$ cat config.mk
export PLATFORM = sky130hd
export DESIGN_NAME = mdrop_rx
export DESIGN_NICKNAME = d
export VERILOG_FILES = /design/src/rtl/mdrop_pkg.sv /design/src/rtl/mdrop_addr_match.sv /design/src/rtl/mdrop_bit_engine.sv /design/src/rtl/mdrop_rx.sv
export SDC_FILE = /design/constraint.sdc
export NUM_CORES = 1
export LEC_CHECK = 0
export BUFFER_PORTS_ARGS = -buffer_cell sky130_fd_sc_hd__buf_2
export CAP_MARGIN = 20
export CORE_MARGIN = 2
export CORE_UTILIZATION = 28
export CTS_CLUSTER_DIAMETER = 40
export DETAILED_ROUTE_END_ITERATION = 10
export MAX_ROUTING_LAYER = met4
export SLEW_MARGIN = 10
export SYNTH_ARGS = -nofsm -noshare
export SYNTH_HDL_FRONTEND = slang
export SYNTH_SLANG_ARGS = --single-unit
$ cat constraint.sdc
create_clock -name clk -period 2.9 [get_ports clk]
set_input_delay 0.29 -clock clk [delete_from_list [all_inputs] [get_ports clk]]
set_output_delay 0.29 -clock clk [all_outputs]
set_load 0.01 [all_outputs]
$ cat src/rtl/mdrop_pkg.sv
package mdrop_pkg;
  localparam int ADDR_W = 8;
  typedef logic [ADDR_W-1:0] addr_t;

  typedef enum logic [1:0] {ST_IDLE, ST_START, ST_DATA, ST_STOP} rx_state_e;

  localparam logic [1:0] MODE_OFF = 2'd0;
  localparam logic [1:0] MODE_8B  = 2'd1;

  // masked individual address: care bits must agree
  function automatic logic given_hit(addr_t b, addr_t a, addr_t m);
    return ((b ^ a) & m) == '0;
  endfunction

  // broadcast: every 1 of (a|m) must be 1 in the byte
  function automatic logic bcast_hit(addr_t b, addr_t a, addr_t m);
    addr_t pat;
    pat = a | m;
    return (b & pat) == pat;
  endfunction
endpackage

$ cat src/rtl/mdrop_addr_match.sv
module mdrop_addr_match
  import mdrop_pkg::*;
(
  input  addr_t rx_byte,
  input  addr_t dev_addr,
  input  addr_t addr_mask,
  output logic  m_given,
  output logic  m_bcast,
  output logic  m_hit
);
  assign m_given = given_hit(rx_byte, dev_addr, addr_mask);
  assign m_bcast = bcast_hit(rx_byte, dev_addr, addr_mask);
  assign m_hit   = m_given | m_bcast;
endmodule

$ cat src/rtl/mdrop_bit_engine.sv
module mdrop_bit_engine
  import mdrop_pkg::*;
#(
  parameter int OVS = 16,
  parameter int DW  = 8
) (
  input  logic          clk,
  input  logic          rst_n,
  input  logic          rx_line,
  input  logic          tick,
  input  logic          run,
  input  logic          nine_en,
  output logic          frm_done,
  output logic [DW-1:0] frm_data,
  output logic          frm_ninth,
  output logic          start_abort
);
  localparam int CW = $clog2(OVS);
  localparam int IW = $clog2(DW + 1);
  localparam logic [CW-1:0] S_A   = CW'(OVS/2 - 1);
  localparam logic [CW-1:0] S_B   = CW'(OVS/2);
  localparam logic [CW-1:0] S_C   = CW'(OVS/2 + 1);
  localparam logic [CW-1:0] S_END = CW'(OVS - 1);
  localparam logic [IW-1:0] LAST8 = IW'(DW - 1);
  localparam logic [IW-1:0] LAST9 = IW'(DW);

  logic          line_s1, line_s2, line_prev;
  logic          fall;
  rx_state_e     state;
  logic [CW-1:0] cnt;
  logic [IW-1:0] idx;
  logic [1:0]    smp;
  logic [DW:0]   bits;
  logic          nine_q;
  logic          vote, at_mid, at_end;
  logic [IW-1:0] last_idx;

  assign fall     = line_prev & ~line_s2;
  assign vote     = (smp[0] & smp[1]) | (smp[0] & line_s2) | (smp[1] & line_s2);
  assign at_mid   = tick && (cnt == S_C);
  assign at_end   = tick && (cnt == S_END);
  assign last_idx = nine_q ? LAST9 : LAST8;

  assign frm_done    = (state == ST_STOP) && at_mid;
  assign frm_data    = bits[DW-1:0];
  assign frm_ninth   = nine_q ? bits[DW] : vote;
  assign start_abort = (state == ST_START) && at_mid && vote;

  always_ff @(posedge clk or negedge rst_n) begin
    if (!rst_n) begin
      line_s1   <= 1'b1;
      line_s2   <= 1'b1;
      line_prev <= 1'b1;
    end else begin
      line_s1   <= rx_line;
      line_s2   <= line_s1;
      line_prev <= line_s2;
    end
  end

  always_ff @(posedge clk or negedge rst_n) begin
    if (!rst_n) begin
      state  <= ST_IDLE;
      cnt    <= '0;
      idx    <= '0;
      smp    <= '0;
      bits   <= '0;
      nine_q <= 1'b0;
    end else if (!run) begin
      state <= ST_IDLE;
    end else if (state == ST_IDLE) begin
      if (fall) begin
        state  <= ST_START;
        cnt    <= '0;
        idx    <= '0;
        bits   <= '0;
        nine_q <= nine_en;
      end
    end else begin
      if (tick) begin
        cnt <= (cnt == S_END) ? '0 : cnt + 1'b1;
        if (cnt == S_A) smp[0] <= line_s2;
        if (cnt == S_B) smp[1] <= line_s2;
      end
      case (state)
        ST_START: begin
          if (at_mid && vote) state <= ST_IDLE;
          else if (at_end)    state <= ST_DATA;
        end
        ST_DATA: begin
          if (at_mid) bits[idx] <= vote;
          if (at_end) begin
            if (idx == last_idx) state <= ST_STOP;
            else                 idx   <= idx + 1'b1;
          end
        end
        ST_STOP: begin
          if (at_mid) state <= ST_IDLE;
        end
        default: state <= ST_IDLE;
      endcase
    end
  end

  AST_ABORT_TO_IDLE: assert property (@(posedge clk) disable iff (!rst_n)
    start_abort && run |=> state == ST_IDLE);
  AST_HALT_SILENT: assert property (@(posedge clk) disable iff (!rst_n)
    !run |=> (state == ST_IDLE) && !frm_done);
  AST_DONE_SINGLE: assert property (@(posedge clk) disable iff (!rst_n)
    frm_done |=> !frm_done);
endmodule

$ cat src/rtl/mdrop_rx.sv
module mdrop_rx
  import mdrop_pkg::*;
#(
  parameter int OVS = 16,
  parameter int DW  = ADDR_W
) (
  input  logic          clk,
  input  logic          rst_n,
  input  logic          rx_line,
  input  logic          tick16,
  input  logic [1:0]    mode_sel,
  input  logic          filt_en,
  input  logic [DW-1:0] dev_addr,
  input  logic [DW-1:0] addr_mask,
  input  logic          done_clr,
  output logic [DW-1:0] rx_data,
  output logic          rx_bit9,
  output logic          rx_done
);
  logic          run, nine_mode;
  logic          frm_done, frm_ninth, start_abort;
  logic [DW-1:0] frm_data;
  logic          m_given, m_bcast, m_hit;
  logic          frame_ok, accept;

  assign run       = (mode_sel != MODE_OFF);
  assign nine_mode = mode_sel[1];

  mdrop_bit_engine #(.OVS(OVS), .DW(DW)) u_eng (
    .clk(clk), .rst_n(rst_n), .rx_line(rx_line), .tick(tick16),
    .run(run), .nine_en(nine_mode),
    .frm_done(frm_done), .frm_data(frm_data), .frm_ninth(frm_ninth),
    .start_abort(start_abort)
  );

  mdrop_addr_match u_match (
    .rx_byte(frm_data), .dev_addr(dev_addr), .addr_mask(addr_mask),
    .m_given(m_given), .m_bcast(m_bcast), .m_hit(m_hit)
  );

  assign frame_ok = !filt_en || (frm_ninth && m_hit);
  assign accept   = frm_done && frame_ok && !rx_done;

  always_ff @(posedge clk or negedge rst_n) begin
    if (!rst_n) begin
      rx_data <= '0;
      rx_bit9 <= 1'b0;
      rx_done <= 1'b0;
    end else if (accept) begin
      rx_data <= frm_data;
      rx_bit9 <= frm_ninth;
      rx_done <= 1'b1;
    end else if (done_clr) begin
      rx_done <= 1'b0;
    end
  end

  AST_DATA_FRAME_DROP: assert property (@(posedge clk) disable iff (!rst_n)
    frm_done && filt_en && nine_mode && !frm_ninth |=> !$rose(rx_done));
  AST_NO_HIT_NO_FLAG: assert property (@(posedge clk) disable iff (!rst_n)
    frm_done && filt_en && !m_given && !m_bcast |=> !$rose(rx_done));
  AST_EXACT_MASK: assert property (@(posedge clk) disable iff (!rst_n)
    frm_done && (addr_mask == '1) && m_given |-> frm_data == dev_addr);
  AST_BAD_STOP_DROP: assert property (@(posedge clk) disable iff (!rst_n)
    frm_done && filt_en && !nine_mode && !frm_ninth |=> !$rose(rx_done));
  AST_HELD_KEEPS: assert property (@(posedge clk) disable iff (!rst_n)
    rx_done && !done_clr |=> $stable(rx_data) && $stable(rx_bit9) && rx_done);
  AST_FLAG_NEEDS_FRAME: assert property (@(posedge clk) disable iff (!rst_n)
    $rose(rx_done) |-> $past(frm_done));
endmodule

==> metrics.txt, run 1 <==
final-report setup violation count=0; Critical Path Source Type=register; Hold Fails Final Rpt=0; Synthesis Warnings=0; count of pins over their slew limit=0; Post-synth EDFFs=0; initial cell density of the core=0.287; GRT met1 Usage=0.174; switching power of the nets=732 uW; final period demand of the worst path=around 2.4 ns; layout-stage area growth over the synthesis result=13.2%; Worst Hold Class=primary input to asynchronous set/reset pin; share of power burned in combinational logic=0.385; r2r setup slk=0.54 ns; final cycle utilization of the critical path=0.814; global placer's final weighted congestion=between 0.7 and 0.8; number of violations reported at the end of detailed-routing iteration 0=between 90 and 100; GR met2 Demand/Resource=0.197; data arrival time at the worst-slack endpoint=between 2 and 3 ns; number of distinct library cells after synthesis=51; final routed DRC violation total=0; run status=finished, final reports clean; final WL=around 5.3 mm; vias per cell=just over 5; number of antenna-violating nets in the routed design=0; per-cell routed wire length=approximately 14 microns; total power divided by cell area=675 nW/um^2; DIE WIDTH=between 90 and 100 microns; biggest area contributors in the synthesized netlist=sky130_fd_sc_hd__dfrtp_1, sky130_fd_sc_hd__ha_1, sky130_fd_sc_hd__nand2_1, sky130_fd_sc_hd__mux2i_1, sky130_fd_sc_hd__o21ai_0; fraction of power consumed by the clock network=0.194; fraction of the core area covered by cells at the end of the flow=0.325; element type at the critical path end=register; number of nets in the layout=317; final critical-path setup slack=between 0.5 and 0.6 ns; Internal Pwr Total=between 1 and 1.5 mW; largest voltage drop on the vdd net=~400 uV; share of flip-flops with an asynchronous set or reset=1.00; Synth top area share=0.342; max_slew headroom=0.474; clock slew at the register clock pins of the worst setup and hold paths=0.08 ns; clock root buffer=sky130_fd_sc_hd__clkbuf_8; met3 layer usage reported by global route=0.0324; pin count of the biggest net entering global routing=36; count of state elements after synthesis=35; First-pass DRT Iterations=4; Least-Margin Pin Slew=around 0.79 ns; number of buffers created by CTS=5; Crit Path Class=register to register; detailed-route via count=approximately 2k; via count of the first global-routing pass=1924; fraction of final layout cells sized beyond drive strength 1=0.194; part of the Yosys area used for sequential elements=0.375; grt ovf=0; Final TNS setup=0 ns; Top FF cell, synth=sky130_fd_sc_hd__dfrtp_1; leak pwr=roughly 1.2 nW; highest net fanout along the worst path=20; total global routing track utilization=0.129; pre-CTS setup slack=0.500 ns; Syn Std Cell Area=2340 sq um; post-CTS repair timing setup buffer count=0; Bufs on Longest Clock Path=2; initial antenna violation count=0; clock skew=roughly 0.009 ns; first-pass GRT wire length=9.14 mm; Avg Synthesized Cell Area=between 9 and 10 sq um; DIE HEIGHT=approximately 95 microns; Final Cell Area=roughly 2700 sq um; cell depth of the worst flop-to-flop path=7; CTS resizes=0; sinks on the clock net=35; I/O Pins=34; estimated wirelength of the detail-placed design=3.91 mm; area of placed instances=2570 sq um; full die area=approximately 9100 sq um; crit path from=u_eng.state[0]; share of total power in sequential cells=0.421; clock tree from TritonCTS=yes; number of max-capacitance violations reported=0; worst reg2reg startpoint=u_eng.state[0]; largest area contributor in the netlist=sky130_fd_sc_hd__dfrtp_1; post-synth net total=~290; clock latency on the worst-skew pair=0.29 ns; Hold-fix buffers, CTS=0; count of input and output buffers=33; floorplan core area=8180 sq um; CTS H-tree lvls=2; cells after synthesis=about 250; f_max=around 420 MHz; critical path required time=~3.1 ns; endpoint of the most critical register-to-register path=u_eng.bits[5]; Antenna diodes=0; RSZ-0062 raised after global routing=no; Cell Rows=33; layer carrying the most global-route usage=met2; share of total power consumed by net switching=0.409
[sequential cells by signal (all words and copies together) (netlist names)]
signal / cells
rx_done: 1
u_eng.line_s2: 1
u_eng.idx: 4
u_eng.smp: 2
rx_data: 8
u_eng.nine_q: 1
u_eng.line_prev: 1
u_eng.bits: 9
u_eng.state: 2
u_eng.cnt: 4
u_eng.line_s1: 1
rx_bit9: 1
[kinds of logic after synthesis]
logic type,share of synthesized area
multiplexers,0.0699
adder cells (fa/ha/maj),0.0630
AO/OA/AOI/OAI,0.200
flip-flops,0.375
AND/OR/NAND/NOR,0.215
XOR/XNOR,0.0299
buffers and inverters,0.0475
[Yosys cell counts, types with 2 or more instances]
| master | number |
|---|---|
| sky130_fd_sc_hd__nand2_1 | 35 |
| sky130_fd_sc_hd__dfrtp_1 | 32 |
| sky130_fd_sc_hd__o21ai_0 | 21 |
| sky130_fd_sc_hd__mux2i_1 | 13 |
| sky130_fd_sc_hd__ha_1 | 11 |
| sky130_fd_sc_hd__inv_1 | 11 |
| sky130_fd_sc_hd__a22oi_1 | 10 |
| sky130_fd_sc_hd__nor2_1 | 10 |
| sky130_fd_sc_hd__nand3_1 | 8 |
| sky130_fd_sc_hd__nand4_1 | 8 |
| sky130_fd_sc_hd__xor2_1 | 8 |
| sky130_fd_sc_hd__and2_1 | 6 |
| sky130_fd_sc_hd__o21bai_1 | 6 |
| sky130_fd_sc_hd__a21oi_1 | 4 |
| sky130_fd_sc_hd__buf_6 | 4 |
| sky130_fd_sc_hd__clkbuf_1 | 4 |
| sky130_fd_sc_hd__nand3b_1 | 4 |
| sky130_fd_sc_hd__o211ai_1 | 4 |
| sky130_fd_sc_hd__a31oi_1 | 3 |
| sky130_fd_sc_hd__a32oi_1 | 3 |
| sky130_fd_sc_hd__dfstp_2 | 3 |
| sky130_fd_sc_hd__nor2b_1 | 3 |
| sky130_fd_sc_hd__o311a_1 | 3 |
| sky130_fd_sc_hd__or4_1 | 3 |
| sky130_fd_sc_hd__and3_1 | 2 |
| sky130_fd_sc_hd__and3b_1 | 2 |
| sky130_fd_sc_hd__buf_2 | 2 |
| sky130_fd_sc_hd__mux2_2 | 2 |
| sky130_fd_sc_hd__nor3_1 | 2 |
| sky130_fd_sc_hd__o2111ai_1 | 2 |
| sky130_fd_sc_hd__o211ai_2 | 2 |
| sky130_fd_sc_hd__o22ai_1 | 2 |
[area by class of cell]
cell class              count  area, sq um
inverters                  11         41.3
flip-flops and latches     35          880
clock buffers               5         68.8
fillers                   875         5520
well taps                 105          131
repair buffers             33          165
multi-input cells         196         1350
clock inverters             3         15.0
[through the flow]
stage	hold slack, ns	instances	total power, mW
floorplan	-0.00559	252	1.28
global placement	0.346	380	1.45
detailed placement	0.349	380	1.46
CTS	0.0920	388	1.81
global route	0.0922	388	1.97
finish	0.0847	388	1.79
[metal layers]
metal / share of wire / routed length (microns)
met5: 0 / 0
met4: 0.0030 / 16
met3: 0.062 / 326
met2: 0.46 / 2400
met1: 0.48 / 2530
[cell usage in the layout, fill, tap and decap left out, drive strengths merged, types with 6 or more instances in the layout]
cell and count:
a22oi 10, and2 7, buf 33, dfrtp 32
ha 11, inv 11, mux2i 13, nand2 35
nand3 8, nand4 8, nor2 11, o211ai 6
o21ai 22, o21bai 6, xor2 8
[power groups by stage]
| stage | registers (mW) | logic [mW] | clock network [mW] |
|---|---|---|---|
| 5_1_grt | 0.780 | 0.800 | 0.385 |
| 6_report | 0.754 | 0.690 | 0.347 |
| 3_5_place_dp | 0.763 | 0.697 | 0 |
| 3_3_place_gp | 0.758 | 0.687 | 0 |
| 4_1_cts | 0.755 | 0.697 | 0.361 |
| 2_1_floorplan | 0.716 | 0.568 | 0 |
[worst max-delay path, stage by stage, from the launching register on]
cell and delay (ns):
sky130_fd_sc_hd__dfrtp_1 0.40, sky130_fd_sc_hd__inv_1 0.10, sky130_fd_sc_hd__ha_1 0.55, sky130_fd_sc_hd__and3b_1 0.39
sky130_fd_sc_hd__a31oi_1 0.13, sky130_fd_sc_hd__nor3b_4 0.40, sky130_fd_sc_hd__mux2i_1 0.14, sky130_fd_sc_hd__o21ai_0 0.17
[how the worst max path moves through the flow]
stage | end | slack (ns)
floorplan | u_eng.idx[0] | 1.07
global placement | u_eng.bits[8] | 0.61
detailed placement | u_eng.bits[4] | 0.50
CTS | u_eng.bits[5] | 0.53
global route | u_eng.bits[5] | 0.21
finish | u_eng.bits[5] | 0.54
No activity file was read; power rests on OpenSTA's default activity.
==> inputs of run 2 (changes only) <==
- ABC_AREA: not set -> 1
- clock period: 2.9 -> 2.41 ns (I/O delays scaled with it)
==> run 2 against run 1 <==
Effect of this change:
- critical path type unchanged
- via count is 3.8% lower
- largest power group unchanged
- count of clock-buffer cells in the layout is 2 higher
- worst hold slack worse by 0.055 ns
==> metrics.txt, run 2 <==
run status=finished, final reports clean; fraction of the core area covered by cells at the end of the flow=0.342; Hold-fix buffers, CTS=0; max_slew headroom=0.475; post-CTS repair timing setup buffer count=0; element type at the critical path end=register; leading registers by flop count=u_eng.bits (9), rx_data (8); pin count of the biggest net entering global routing=36; r2r setup slk=roughly 0.37 ns; cells after synthesis=292; I/O Pins=34; placed insts=approximately 420; First-pass DRT Iterations=4; final period demand of the worst path=approximately 2.0 ns; clock slew at the register clock pins of the worst setup and hold paths=~0.07 ns; final critical-path setup slack=~0.37 ns; share of flip-flops with an asynchronous set or reset=1.00; estimated wirelength of the detail-placed design=roughly 3.6 mm; data arrival time at the worst-slack endpoint=2.25 ns; grt ovf=0; f_max=491 MHz; detailed-route via count=1896; number of violations reported at the end of detailed-routing iteration 0=between 80 and 90; count of state elements after synthesis=35; clock root buffer=sky130_fd_sc_hd__clkbuf_8; full die area=approximately 8400 sq um; CTS resizes=0; Synth top area share=0.371; fraction of final layout cells sized beyond drive strength 1=0.166; via count of the first global-routing pass=1791; Hold Fails Final Rpt=0; most instantiated cells after synthesis=sky130_fd_sc_hd__nand2_1, sky130_fd_sc_hd__inv_1, sky130_fd_sc_hd__dfrtp_1; Post-Layout Cell Count=about 430; clock tree from TritonCTS=yes; Avg Synthesized Cell Area=7.38 sq um; number of buffers created by CTS=5; fill cell total of the finished layout=between 800 and 900; total power divided by cell area=between 700 and 800 nW/um^2; first-pass GRT wire length=approximately 8 mm; Least-Margin Pin Slew=just under 0.8 ns; DIE HEIGHT=between 90 and 100 microns; clock latency on the worst-skew pair=approximately 0.28 ns; floorplan core area=between 7000 and 8000 sq um; pre-CTS setup slack=approximately 0.35 ns; commonest non-fill, non-tap cell in the layout=sky130_fd_sc_hd__nand2_1; critical-path cell list=inv_1 > ha_1 > o21ai_0 > a21oi_4 > nand4_4 > o21ai_1; final routed DRC violation total=0; Syn Std Cell Area=2160 sq um; initial antenna violation count=0; Crit Path Class=register to register; Bufs on Longest Clock Path=2; critical path required time=around 2.6 ns; post-synth net total=~330; biggest area contributors in the synthesized netlist=sky130_fd_sc_hd__dfrtp_1, sky130_fd_sc_hd__nand2_1, sky130_fd_sc_hd__inv_1, sky130_fd_sc_hd__nand3_1, sky130_fd_sc_hd__ha_1; cell at the slowest stage of the critical path=sky130_fd_sc_hd__ha_1; number of distinct library cells after synthesis=28; highest-count cells in the layout ignoring fill and taps=sky130_fd_sc_hd__nand2_1, sky130_fd_sc_hd__inv_1, sky130_fd_sc_hd__buf_2; cell family with the largest share of critical-path delay=compound AO/OA/AOI/OAI gates; maximum single-stage delay on the critical path=0.49 ns; highest net fanout along the worst path=16; area of placed instances=about 2400 sq um; initial cell density of the core=0.293; per-cell routed wire length=between 10 and 15 microns; total global routing track utilization=0.120; largest voltage drop on the vdd net=about 400 uV; number of antenna-violating nets in the routed design=0; largest area contributor in the netlist=sky130_fd_sc_hd__dfrtp_1; final cycle utilization of the critical path=0.846; clock skew=~0.0048 ns; worst path buffer plus inverter count=1; CTS H-tree lvls=2; final-report setup violation count=0; Critical Path Source Type=register; Synthesis Warnings=0; RSZ-0062 raised after global routing=no; count of input and output buffers=33; FF+latch area=around 900 sq um; Cell Rows=31; cell with the most instances after synthesis=sky130_fd_sc_hd__nand2_1; Final Cell Area=2520 sq um; cell depth of the worst flop-to-flop path=6; Antenna diodes=0; part of the Yosys area used for sequential elements=0.408; sinks on the clock net=35; Post-synth EDFFs=0; Worst Hold Class=primary input to asynchronous set/reset pin; final WL=between 4 and 5 mm; Top FF cell, synth=sky130_fd_sc_hd__dfrtp_1; global placer's final weighted congestion=0.792; number of nets in the layout=roughly 370; layout-stage area growth over the synthesis result=17.0%; vias per cell=around 4.4; total stage count of the critical path=6; number of max-capacitance violations reported=0; count of pins over their slew limit=0; Final TNS setup=0 ns; post-layout total power=about 2.0 mW; number of flip-flops in the largest register=9; total area of multi-input combinational cells=about 1100 sq um; largest reg by FF count=u_eng.bits; DIE WIDTH=between 90 and 100 microns; worst hold slack across all endpoints=0.0300 ns; leak pwr=roughly 1.3 nW
## run 2: changes by cell type after synthesis, moves of 8 or more
cell	before	now
sky130_fd_sc_hd__nor2_1	10	18
sky130_fd_sc_hd__inv_1	11	50
sky130_fd_sc_hd__nand3_1	8	28
sky130_fd_sc_hd__nand2_1	35	86
sky130_fd_sc_hd__a22oi_1	10	1
sky130_fd_sc_hd__mux2i_1	13	1
sky130_fd_sc_hd__o21ai_1	1	9
## run 2: where the power goes
part / internal [mW] / switching [mW]
Combinational: 0.255 / 0.502
Sequential: 0.698 / 0.129
Clock: 0.203 / 0.202
## run 2: cells by family (layout without fill, tap and decap cells)
kind of cell	count (synthesis)	after routing	share of synthesized area
AO/OA/AOI/OAI	44	44	0.120
XOR/XNOR	3	3	0.0122
adder cells (fa/ha/maj)	11	11	0.0638
buffers and inverters	52	92	0.0905
flip-flops	35	35	0.408
multiplexers	2	2	0.00987
AND/OR/NAND/NOR	145	145	0.296
## run 2: routing by layer
metal | GRT usage | up-vias | wire length [microns]
met5 | - | - | 0
met4 | 0.0398 | 0 | 47
met1 | 0.159 | 845 | 2300
met3 | 0.0296 | 4 | 261
met2 | 0.179 | 40 | 1950
li1 | - | 1007 | -
## run 2: worst paths after layout
path,start,to
setup / recovery,u_eng.state[0],u_eng.bits[0]
hold / removal,rst_n,u_eng.cnt[0]
setup reg to reg,u_eng.state[0],u_eng.bits[0]
hold reg to reg,u_eng.line_s1,u_eng.line_s2
max in group asynchronous,rst_n,u_eng.idx[3]
min in group clk,rx_line,u_eng.line_s1
## run 2: cell type report
type                       instances  area share
timing repair buffer              33      0.0655
sequential                        35       0.349
clock buffer                       7      0.0303
multi-input combinational        205       0.429
inverter                          51      0.0759
clock inverter                     1     0.00198
tap                               99      0.0491
## run 2: worst reg2reg max path, delay by kind of cell (launching register included)
family | cells | cell delay [ns]
flops | 1 | 0.42
simple gates | 1 | 0.21
compound gates | 3 | 0.74
buf+inv | 1 | 0.10
fa+ha+maj | 1 | 0.49
